<file path="src/rtl/ivc_pkg.sv">
package ivc_pkg;
    typedef enum logic [1:0] {
        ST_IDLE   = 2'd0,
        ST_ENTRY  = 2'd1,
        ST_SERVE  = 2'd2,
        ST_RETURN = 2'd3
    } seq_state_e;

    localparam int unsigned SR_W = 2;   // bit0 global enable, bit1 low-power
endpackage

</file>
<file path="src/rtl/ivc_flag_bank.sv">
module ivc_flag_bank #(
    parameter int unsigned SLOTS    = 16,
    parameter int unsigned SRCS     = 2,
    parameter logic [15:0] MULTI    = 16'h5104,
    parameter logic [15:0] NMI_MASK = 16'hC000,
    localparam int unsigned NSRC    = SLOTS * SRCS,
    localparam int unsigned SW      = $clog2(SLOTS)
) (
    input  logic            clk,
    input  logic            rst_n,
    input  logic [NSRC-1:0] evt_in,
    input  logic            flag_we,
    input  logic            en_we,
    input  logic [NSRC-1:0] wdata,
    input  logic            clr_vld,
    input  logic [SW-1:0]   clr_slot,
    input  logic            gie,
    output logic [NSRC-1:0] flags,
    output logic [NSRC-1:0] enables,
    output logic [SLOTS-1:0] slot_req
);
    logic [NSRC-1:0] used_mask;
    logic [NSRC-1:0] clr_mask;

    for (genvar s = 0; s < SLOTS; s++) begin : g_slot
        for (genvar k = 0; k < SRCS; k++) begin : g_src
            if (k == 0 || MULTI[s]) begin : g_used
                assign used_mask[s*SRCS+k] = 1'b1;
            end else begin : g_unused
                assign used_mask[s*SRCS+k] = 1'b0;
            end
            if (k == 0 && !MULTI[s]) begin : g_autoclr
                assign clr_mask[s*SRCS+k] = clr_vld && (clr_slot == SW'(s));
            end else begin : g_noclr
                assign clr_mask[s*SRCS+k] = 1'b0;
            end
        end
        assign slot_req[s] = (|(flags[s*SRCS +: SRCS] & enables[s*SRCS +: SRCS]))
                             && (NMI_MASK[s] || gie);
    end

    always_ff @(posedge clk or negedge rst_n) begin
        if (!rst_n) begin
            flags   <= '0;
            enables <= '0;
        end else begin
            flags <= (((flag_we ? wdata : flags) & ~clr_mask) | evt_in) & used_mask;
            if (en_we) enables <= wdata & used_mask;
        end
    end

    AST_EVENT_WINS: assert property (@(posedge clk) disable iff (!rst_n)
        (|(evt_in & used_mask)) |=> ((flags & $past(evt_in & used_mask)) == $past(evt_in & used_mask)))
        else $error("event did not set its flag");
endmodule

</file>
<file path="src/rtl/ivc_prio_enc.sv">
module ivc_prio_enc #(
    parameter int unsigned SLOTS = 16,
    localparam int unsigned SW   = $clog2(SLOTS)
) (
    input  logic [SLOTS-1:0] req,
    output logic             any,
    output logic [SW-1:0]    idx
);
    logic [SLOTS-1:0] grant;

    always_comb begin
        idx   = '0;
        grant = '0;
        for (int s = 0; s < SLOTS; s++) begin
            if (req[s]) begin
                idx   = SW'(s);
                grant = '0;
                grant[s] = 1'b1;
            end
        end
    end
    assign any = |req;

    always_comb begin
        AST_GRANT_ONEHOT: assert ($onehot0(grant));
        AST_GRANT_IN_REQ: assert ((grant & ~req) == '0);
    end
endmodule

</file>
<file path="src/rtl/ivc_seq.sv">
module ivc_seq
    import ivc_pkg::*;
#(
    parameter int unsigned SLOTS     = 16,
    parameter int unsigned ENTRY_CYC = 6,
    parameter int unsigned RET_CYC   = 5,
    parameter logic [15:0] VEC_TOP   = 16'hFFFE,
    localparam int unsigned SW       = $clog2(SLOTS),
    localparam int unsigned MAXC     = (ENTRY_CYC > RET_CYC) ? ENTRY_CYC : RET_CYC,
    localparam int unsigned CNT_W    = $clog2(MAXC + 1),
    localparam logic [15:0] VEC_BASE = VEC_TOP - 16'(2 * (SLOTS - 1))
) (
    input  logic            clk,
    input  logic            rst_n,
    input  logic            insn_done,
    input  logic            reti,
    input  logic            any_req,
    input  logic [SW-1:0]   best_idx,
    input  logic            sr_we,
    input  logic [SR_W-1:0] sr_wdata,
    output logic [SR_W-1:0] sr,
    output logic            accept,
    output logic            vec_valid,
    output logic [15:0]     vec_addr,
    output logic            in_handler
);
    seq_state_e state, state_nx;
    logic [CNT_W-1:0] cnt;
    logic [SW-1:0]    slot_q;
    logic [SR_W-1:0]  saved_sr;
    logic             entry_last, ret_last;

    assign entry_last = (cnt == CNT_W'(ENTRY_CYC - 1));
    assign ret_last   = (cnt == CNT_W'(RET_CYC - 1));
    assign accept     = (state == ST_IDLE) && insn_done && any_req;

    always_ff @(posedge clk or negedge rst_n) begin
        if (!rst_n) state <= ST_IDLE;
        else        state <= state_nx;
    end

    always_comb begin
        state_nx = state;
        unique case (state)
            ST_IDLE:   if (accept)     state_nx = ST_ENTRY;
            ST_ENTRY:  if (entry_last) state_nx = ST_SERVE;
            ST_SERVE:  if (reti)       state_nx = ST_RETURN;
            ST_RETURN: if (ret_last)   state_nx = ST_IDLE;
        endcase
    end

    always_ff @(posedge clk or negedge rst_n) begin
        if (!rst_n) begin
            cnt      <= '0;
            slot_q   <= '0;
            saved_sr <= '0;
            sr       <= '0;
        end else begin
            if (state_nx != state) cnt <= '0;
            else                   cnt <= cnt + 1'b1;
            if (accept) begin
                slot_q   <= best_idx;
                saved_sr <= sr;
                sr       <= '0;
            end else if (state == ST_RETURN && ret_last) begin
                sr <= saved_sr;
            end else if (sr_we && (state == ST_IDLE || state == ST_SERVE)) begin
                sr <= sr_wdata;
            end
        end
    end

    always_comb begin
        vec_valid  = (state == ST_ENTRY) && entry_last;
        vec_addr   = VEC_BASE + 16'({slot_q, 1'b0});
        in_handler = (state == ST_SERVE);
    end

    AST_VALID_THEN_SERVE: assert property (@(posedge clk) disable iff (!rst_n)
        vec_valid |=> in_handler)
        else $error("handler not entered after vector");
    AST_ENTRY_GIE_LOW: assert property (@(posedge clk) disable iff (!rst_n)
        vec_valid |-> (sr == '0))
        else $error("status not cleared on entry");
    AST_RETURN_RESTORE: assert property (@(posedge clk) disable iff (!rst_n)
        (state == ST_RETURN && ret_last) |=> (sr == $past(saved_sr)))
        else $error("status not restored on return");
    AST_NO_ACCEPT_BUSY: assert property (@(posedge clk) disable iff (!rst_n)
        (state != ST_IDLE) |=> $stable(slot_q))
        else $error("slot changed while busy");
endmodule

</file>
<file path="src/rtl/irq_vector_ctrl.sv">
module irq_vector_ctrl
    import ivc_pkg::*;
#(
    parameter int unsigned SLOTS     = 16,
    parameter int unsigned SRCS      = 2,
    parameter logic [15:0] MULTI     = 16'h5104,
    parameter logic [15:0] NMI_MASK  = 16'hC000,
    parameter int unsigned ENTRY_CYC = 6,
    parameter int unsigned RET_CYC   = 5,
    parameter logic [15:0] VEC_TOP   = 16'hFFFE,
    localparam int unsigned NSRC     = SLOTS * SRCS,
    localparam int unsigned SW       = $clog2(SLOTS)
) (
    input  logic            clk,
    input  logic            rst_n,
    input  logic [NSRC-1:0] evt_in,
    input  logic [1:0]      reg_sel,
    input  logic            reg_we,
    input  logic [NSRC-1:0] reg_wdata,
    output logic [NSRC-1:0] reg_rdata,
    input  logic            insn_done,
    input  logic            reti,
    output logic            irq_pend,
    output logic            vec_valid,
    output logic [15:0]     vec_addr,
    output logic            in_handler
);
    logic [NSRC-1:0]  flags, enables;
    logic [SLOTS-1:0] slot_req;
    logic             any_req, accept;
    logic [SW-1:0]    best_idx;
    logic [SR_W-1:0]  sr;

    ivc_flag_bank #(.SLOTS(SLOTS), .SRCS(SRCS), .MULTI(MULTI), .NMI_MASK(NMI_MASK)) u_bank (
        .clk(clk), .rst_n(rst_n), .evt_in(evt_in),
        .flag_we(reg_we && reg_sel == 2'd0), .en_we(reg_we && reg_sel == 2'd1),
        .wdata(reg_wdata), .clr_vld(accept), .clr_slot(best_idx), .gie(sr[0]),
        .flags(flags), .enables(enables), .slot_req(slot_req)
    );

    ivc_prio_enc #(.SLOTS(SLOTS)) u_enc (
        .req(slot_req), .any(any_req), .idx(best_idx)
    );

    ivc_seq #(.SLOTS(SLOTS), .ENTRY_CYC(ENTRY_CYC), .RET_CYC(RET_CYC), .VEC_TOP(VEC_TOP)) u_seq (
        .clk(clk), .rst_n(rst_n), .insn_done(insn_done), .reti(reti),
        .any_req(any_req), .best_idx(best_idx),
        .sr_we(reg_we && reg_sel == 2'd2), .sr_wdata(reg_wdata[SR_W-1:0]),
        .sr(sr), .accept(accept), .vec_valid(vec_valid), .vec_addr(vec_addr),
        .in_handler(in_handler)
    );

    assign irq_pend = any_req;

    always_comb begin
        unique case (reg_sel)
            2'd0:    reg_rdata = flags;
            2'd1:    reg_rdata = enables;
            2'd2:    reg_rdata = NSRC'(sr);
            default: reg_rdata = '0;
        endcase
    end

    AST_PEND_NEEDS_ENABLE: assert property (@(posedge clk) disable iff (!rst_n)
        irq_pend |-> ((flags & enables) != '0))
        else $error("pending without enabled flag");
endmodule

</file>
<file path="config.mk">
export PLATFORM = sky130hd
export DESIGN_NAME = irq_vector_ctrl
export DESIGN_NICKNAME = d
export VERILOG_FILES = /design/src/rtl/ivc_pkg.sv /design/src/rtl/ivc_flag_bank.sv /design/src/rtl/ivc_prio_enc.sv /design/src/rtl/ivc_seq.sv /design/src/rtl/irq_vector_ctrl.sv
export SDC_FILE = /design/constraint.sdc
export NUM_CORES = 1
export LEC_CHECK = 0
export BUFFER_PORTS_ARGS = -buffer_cell sky130_fd_sc_hd__buf_2
export CAP_MARGIN = 10
export CORE_UTILIZATION = 53
export CTS_CLUSTER_SIZE = 8
export DETAILED_ROUTE_END_ITERATION = 7
export PLACE_DENSITY_LB_ADDON = 0.15
export SLEW_MARGIN = 25
export SYNTH_ARGS = -nofsm -noshare
export SYNTH_HDL_FRONTEND = slang
export SYNTH_SLANG_ARGS = --single-unit
</file>
<file path="constraint.sdc">
create_clock -name clk -period 5.7 [get_ports clk]
set_input_delay 1.14 -clock clk [delete_from_list [all_inputs] [get_ports clk]]
set_output_delay 1.14 -clock clk [all_outputs]
set_load 0.005 [all_outputs]
</file>
==> Word level (Yosys, flattened, before mapping) <==
Cells that the tools add are included.
{ "word_totals": {"word_cells": 129, "register_bits": 53, "in_bits": 71, "out_inout_bits": 51} }
{ "classes": {"bitwise_logic": 19, "reduce_logical": 56, "addsub": 2, "n_eq_ne": 19, "muxes": 26} }
{ "op_table": {"columns": ["operator", "count"], "rows": [
  ["31-bit one-hot mux with 3 select lines", 1],
  ["1-bit logical AND", 34],
  ["4-bit 2-to-1 mux", 8],
  ["2-bit OR reduction", 16],
  ["31-bit AND", 1],
  ["31-bit 2-to-1 mux", 1],
  ["31-bit NOT", 1],
  ["31-bit bitwise OR", 1],
  ["4-bit == test (second input constant)", 5],
  ["2-bit 2-to-1 mux", 9],
  ["18-bit OR reduction", 1],
  ["4-bit by 3-bit == test with 1-bit output (second input constant)", 4],
  ["3-bit 2-to-1 mux", 5],
  ["1-bit AND", 12],
  ["2-bit AND", 4],
  ["2-bit one-hot mux with 4 select lines", 1],
  ["6-bit by 6-bit adder with 7-bit output (first input constant)", 1],
  ["2-bit == test (second input constant)", 3],
  ["3-bit == test (second input constant)", 2],
  ["2-bit by 1-bit == test with 1-bit output (second input constant)", 2],
  ["4-bit by 1-bit == test with 1-bit output (second input constant)", 1],
  ["4-bit by 2-bit == test with 1-bit output (second input constant)", 1],
  ["2-bit zero test", 2],
  ["4-bit zero test", 1],
  ["other kinds (5)", 5]
]} }

==> Depth between registers and ports, before layout <==
{ "depth": {"depth_word": 23, "mapped_depth": 6} }

==> Modules after synthesis <==
A second synthesis with hierarchy kept.
{ "hier_totals": {"hier_cells": 338, "area_unflattened_um2": 3539.6} }
{ "modules_own_cells": {"columns": ["mod", "area_each_um2", "n_inst", "cells_per_inst"], "rows": [
  ["ivc_flag_bank", 2087.0, 1, 168],
  ["ivc_seq", 714.4, 1, 66],
  ["irq_vector_ctrl", 568.0, 1, 76],
  ["ivc_prio_enc", 170.2, 1, 28]
]} }

==> Worst setup path before layout <==
OpenSTA, ideal clock, no wires.
{ "synth_path": {"path_kind": "in2out", "from": "input reg_sel[0]", "to": "output reg_rdata[10]", "cell_stages": 4, "setup_slack_ns": 2.424, "path_buffers": 2, "t_required_ns": 4.560, "arrival_time_ns": 2.136, "path_cell_list": "clkbuf_1 -> buf_1 -> mux2i_1 -> nor2_1"} }
{ "synth_between": {"elab_chain_cells": 2} }
{ "synth_rtl": {"columns": ["item", "line", "rtl"], "rows": [
  ["start, declared", "irq_vector_ctrl.sv:17", "input logic [1:0] reg_sel,"],
  ["2-bit == test (tied with other cells)", "irq_vector_ctrl.sv:56", "unique case (reg_sel)"],
  ["31-bit one-hot mux with 3 select lines *", "irq_vector_ctrl.sv:56", null],
  ["end, declared", "irq_vector_ctrl.sv:20", "output logic [NSRC-1:0] reg_rdata,"]
]} }
Every way passes the cells marked *; elsewhere a longest branch is shown, timed or not.

==> Worst setup path in the final report <==
{ "layout_path": {"from": "register u_bank.flags[24]", "to": "output irq_pend"} }
{ "layout_between": {"elab_chain_cells": 4} }
{ "layout_rtl": {"columns": ["item", "line", "rtl"], "rows": [
  ["start, declared", "ivc_flag_bank.sv:18", "output logic [NSRC-1:0] flags,"],
  ["start signal, assigned", "ivc_flag_bank.sv:47", "flags <= (((flag_we ? wdata : flags) & ~clr_mask) | evt_in) & used_mask;"],
  ["2-bit AND", "ivc_flag_bank.sv:38", "assign slot_req[s] = (|(flags[s*SRCS +: SRCS] & enables[s*SRCS +: SRCS]))"],
  ["2-bit OR reduction", "ivc_flag_bank.sv:38", null],
  ["1-bit logical AND", "ivc_flag_bank.sv:39", "&& (NMI_MASK[s] || gie);"],
  ["18-bit OR reduction", "ivc_prio_enc.sv:22", "assign any = |req;"],
  ["end, declared", "irq_vector_ctrl.sv:23", "output logic irq_pend,"]
]} }
No other way between the ends.

==> impl_results.md <==
* H-tree depth at 2
* DR pass1 iterations at 4
* Hold wc startpoint: u_seq.slot_q[2]
* Final Hold Fails at 0
* Crit start category: register
* # DRC at 0
* CP max stage cell: a222oi_1
* Routability Congestion at 0.838
* Max VDD drop at 0.000233 V
* Max_cap viols at 0
* Total global-route track usage at 24.4%
* CTS sink cnt at 53
* CTS Buffer Depth at 2
* Area leader, netlist: dfrtp_1
* CTS tree: done
* Final Max Tran Viols at 0
* Average cell area after synthesis at 9.90 um2
* Top cell type's share of synthesized area at 41.8%
* Post-Synth Adder-Cell Area at 1.18%
* Hold Crit Class: reg -> reg
* Via count at 2641
* Sequential area share after synthesis at 41.8%
* Synth warn at 0
* Critical path required time at 4560 ps
* Crit path launch: u_bank.flags[24]
* Most common cell after layout, fill and taps aside: buf_2
* Share of flip-flops with an asynchronous set or reset at 100%
* Final ANT Viol Nets at 0
* Unrepaired setup endpoints after global routing: false
* Min Hold Slack at 486 ps
* CTS root buffer: clkbuf_8
* Initial Util at 56.2%
* Cells after Synth at 320
* Worst Tran Pin Value at 994 ps
* Grt ovf at 0
* Setup violators final at 0
* Worst path cell trace: a222oi_1 > a31oi_1 > a2111o_1 > buf_2
* Largest cells by area after synthesis: dfrtp_1, mux2i_1, mux2_2, buf_4, nor2_1
* Worst-Skew Late Latency at 310 ps
* Crit path time final at 3630 ps
* Combinational family with the most area after synthesis: compound AO/OA/AOI/OAI gates
* I/O pins at 122
* Worst path max stage delay at 850 ps
* Avg WL per Cell at 15.6 um
* Nets at 466
* CTS clk-pin slew, worst paths at 90 ps
* PortBufs at 75
* Post-CTS Setup Repair Bufs at 0
* Share of layout cells above drive strength 1 at 28.8%
* Area Overhead vs Synth at 14.1%
* Routed vias/inst at 5.68
* Layout Skew at 8.96 ps
* Post-synthesis compound-gate area fraction at 16.6%
* Vias in the first global route at 2400
* CP Capture Type: output port
* Die Ht at 79.3 um
* Mapped cell area at 3170 um2
* Total die area at 6290 um2
* Leakage at 0.00168 uW
* Horiz. Die Dim at 79.3 um
* Final wirelength at 7.26 mm
* Setup TNS Final at 0 ps
* FP Rows at 27
* CTS Hold Bufs at 0
* Simple-gate share of the synthesized area at 16.4%
* Power per cell area at 302 nW/um2
* CTS resizes at 0
* Fmax at 0.276 GHz
* Largest net degree at the start of global routing at 54
* Main flop type after synthesis: dfrtp_1
* Mux cell area share after synthesis at 16.0%
* Critical Path AT at 2490 ps
* Most frequent cells in the layout: buf_2, dfrtp_1, nor2_1, mux2i_1, nand2_1
* Core footprint at 5640 um2
* First-pass GRT wire length at 11.8 mm
* Hpwl dp at 5.32 mm
* Number of library cell types mapped by synthesis at 47
* Number of flops mapped to enable cells by yosys at 0
* Antenna Cells at 0
* Max_slew headroom at 33.4%
* CTS Buf Count at 5
* CP Max Fanout at 6
* Crit Path Class: reg -> out
* Outcome: complete, no violations
* Tcrit/Tclk final at 63.6%
* Initial DRC count at 178
* Initial antenna violation count at 0
* #FFs+latches synth at 53
* Reg2reg start: u_bank.flags[24]
* XOR/XNOR Fraction of Synth Area at 0.276%
-- critical path, delay by kind of cell, from the launching register on --
kind,cells,cell delay (ps)
flip-flops,1,410
AO/OA/AOI/OAI,3,1600
buffers and inverters,1,170
-- logic make-up after synthesis --
kind of cell | Yosys count
AND/OR/NAND/NOR | 102
AO/OA/AOI/OAI | 72
flip-flops | 53
multiplexers | 48
buffers and inverters | 39
adder cells (fa/ha/maj) | 3
other | 2
XOR/XNOR | 1
-- cell usage after synthesis, types with 5 or more instances --
cell / n
buf_4: 23
a222oi_1: 5
a21oi_1: 11
nor2b_1: 16
inv_1: 5
a211oi_1: 9
a211o_1: 8
a22oi_1: 7
dfrtp_1: 53
nor2_1: 35
mux2_2: 22
a31oi_1: 6
mux2i_1: 26
nand2_1: 24
clkbuf_1: 8
o21ai_0: 9
-- power by group --
| part | total [uW] | switching (uW) | internal, uW | leakage [uW] |
|---|---|---|---|---|
| registers | 537 | 83.6 | 453 | 0.000581 |
| clock network | 205 | 120 | 85.4 | 0.0000450 |
| logic | 351 | 183 | 168 | 0.00105 |
-- routing by layer --
| layer | global-route usage [%] | up-vias | part of all wire [%] |
|---|---|---|---|
| met2 | 39.7 | 92 | 48 |
| met4 | 7.64 | 0 | 1.1 |
| li1 | - | 1264 | - |
| met5 | 0 | - | 0 |
| met1 | 34.3 | 1277 | 46 |
| met3 | 2.53 | 8 | 4.1 |
-- final timing paths --
path | end | slack (ps) | cells past startpoint
max in group asynchronous | u_seq.sr[0] | 4320 | 2
hold reg to reg | u_seq.slot_q[2] | 490 | 2
setup / recovery | irq_pend | 2070 | 4
hold / removal | u_seq.slot_q[2] | 490 | 2
setup reg to reg | u_seq.saved_sr[1] | 3050 | 5
min in group asynchronous | u_bank.flags[16] | 940 | 2
-- metrics by stage --
step                setup slack, ps  power (uW)  instances  area [um2]  utilization, %
floorplan                      2420         775        341        3250               -
global placement               2270         881        456        3520            62.3
detailed placement             2260         894        457        3530            62.6
CTS                            2090        1100        465        3610            64.1
global route                   1980        1170        465        3610            64.1
finish                         2070        1090        465        3610            64.1
-- flip-flops by register name, indices dropped and copies added, names as in the netlist --
name / count
u_bank.enables: 20
u_bank.flags: 20
u_seq.slot_q: 4
u_seq.cnt: 3
u_seq.saved_sr: 2
u_seq.sr: 2
u_seq.state: 2
-- area by class of cell --
class	count	area [um2]
sequential	53	1330
multi-input combinational	249	1690
clock inverter	2	10.0
fill	529	2030
timing repair buffer	78	405
clock buffer	6	72.6
tap	72	90.1
inverter	5	18.8
No activity file was read; power rests on OpenSTA's default activity.
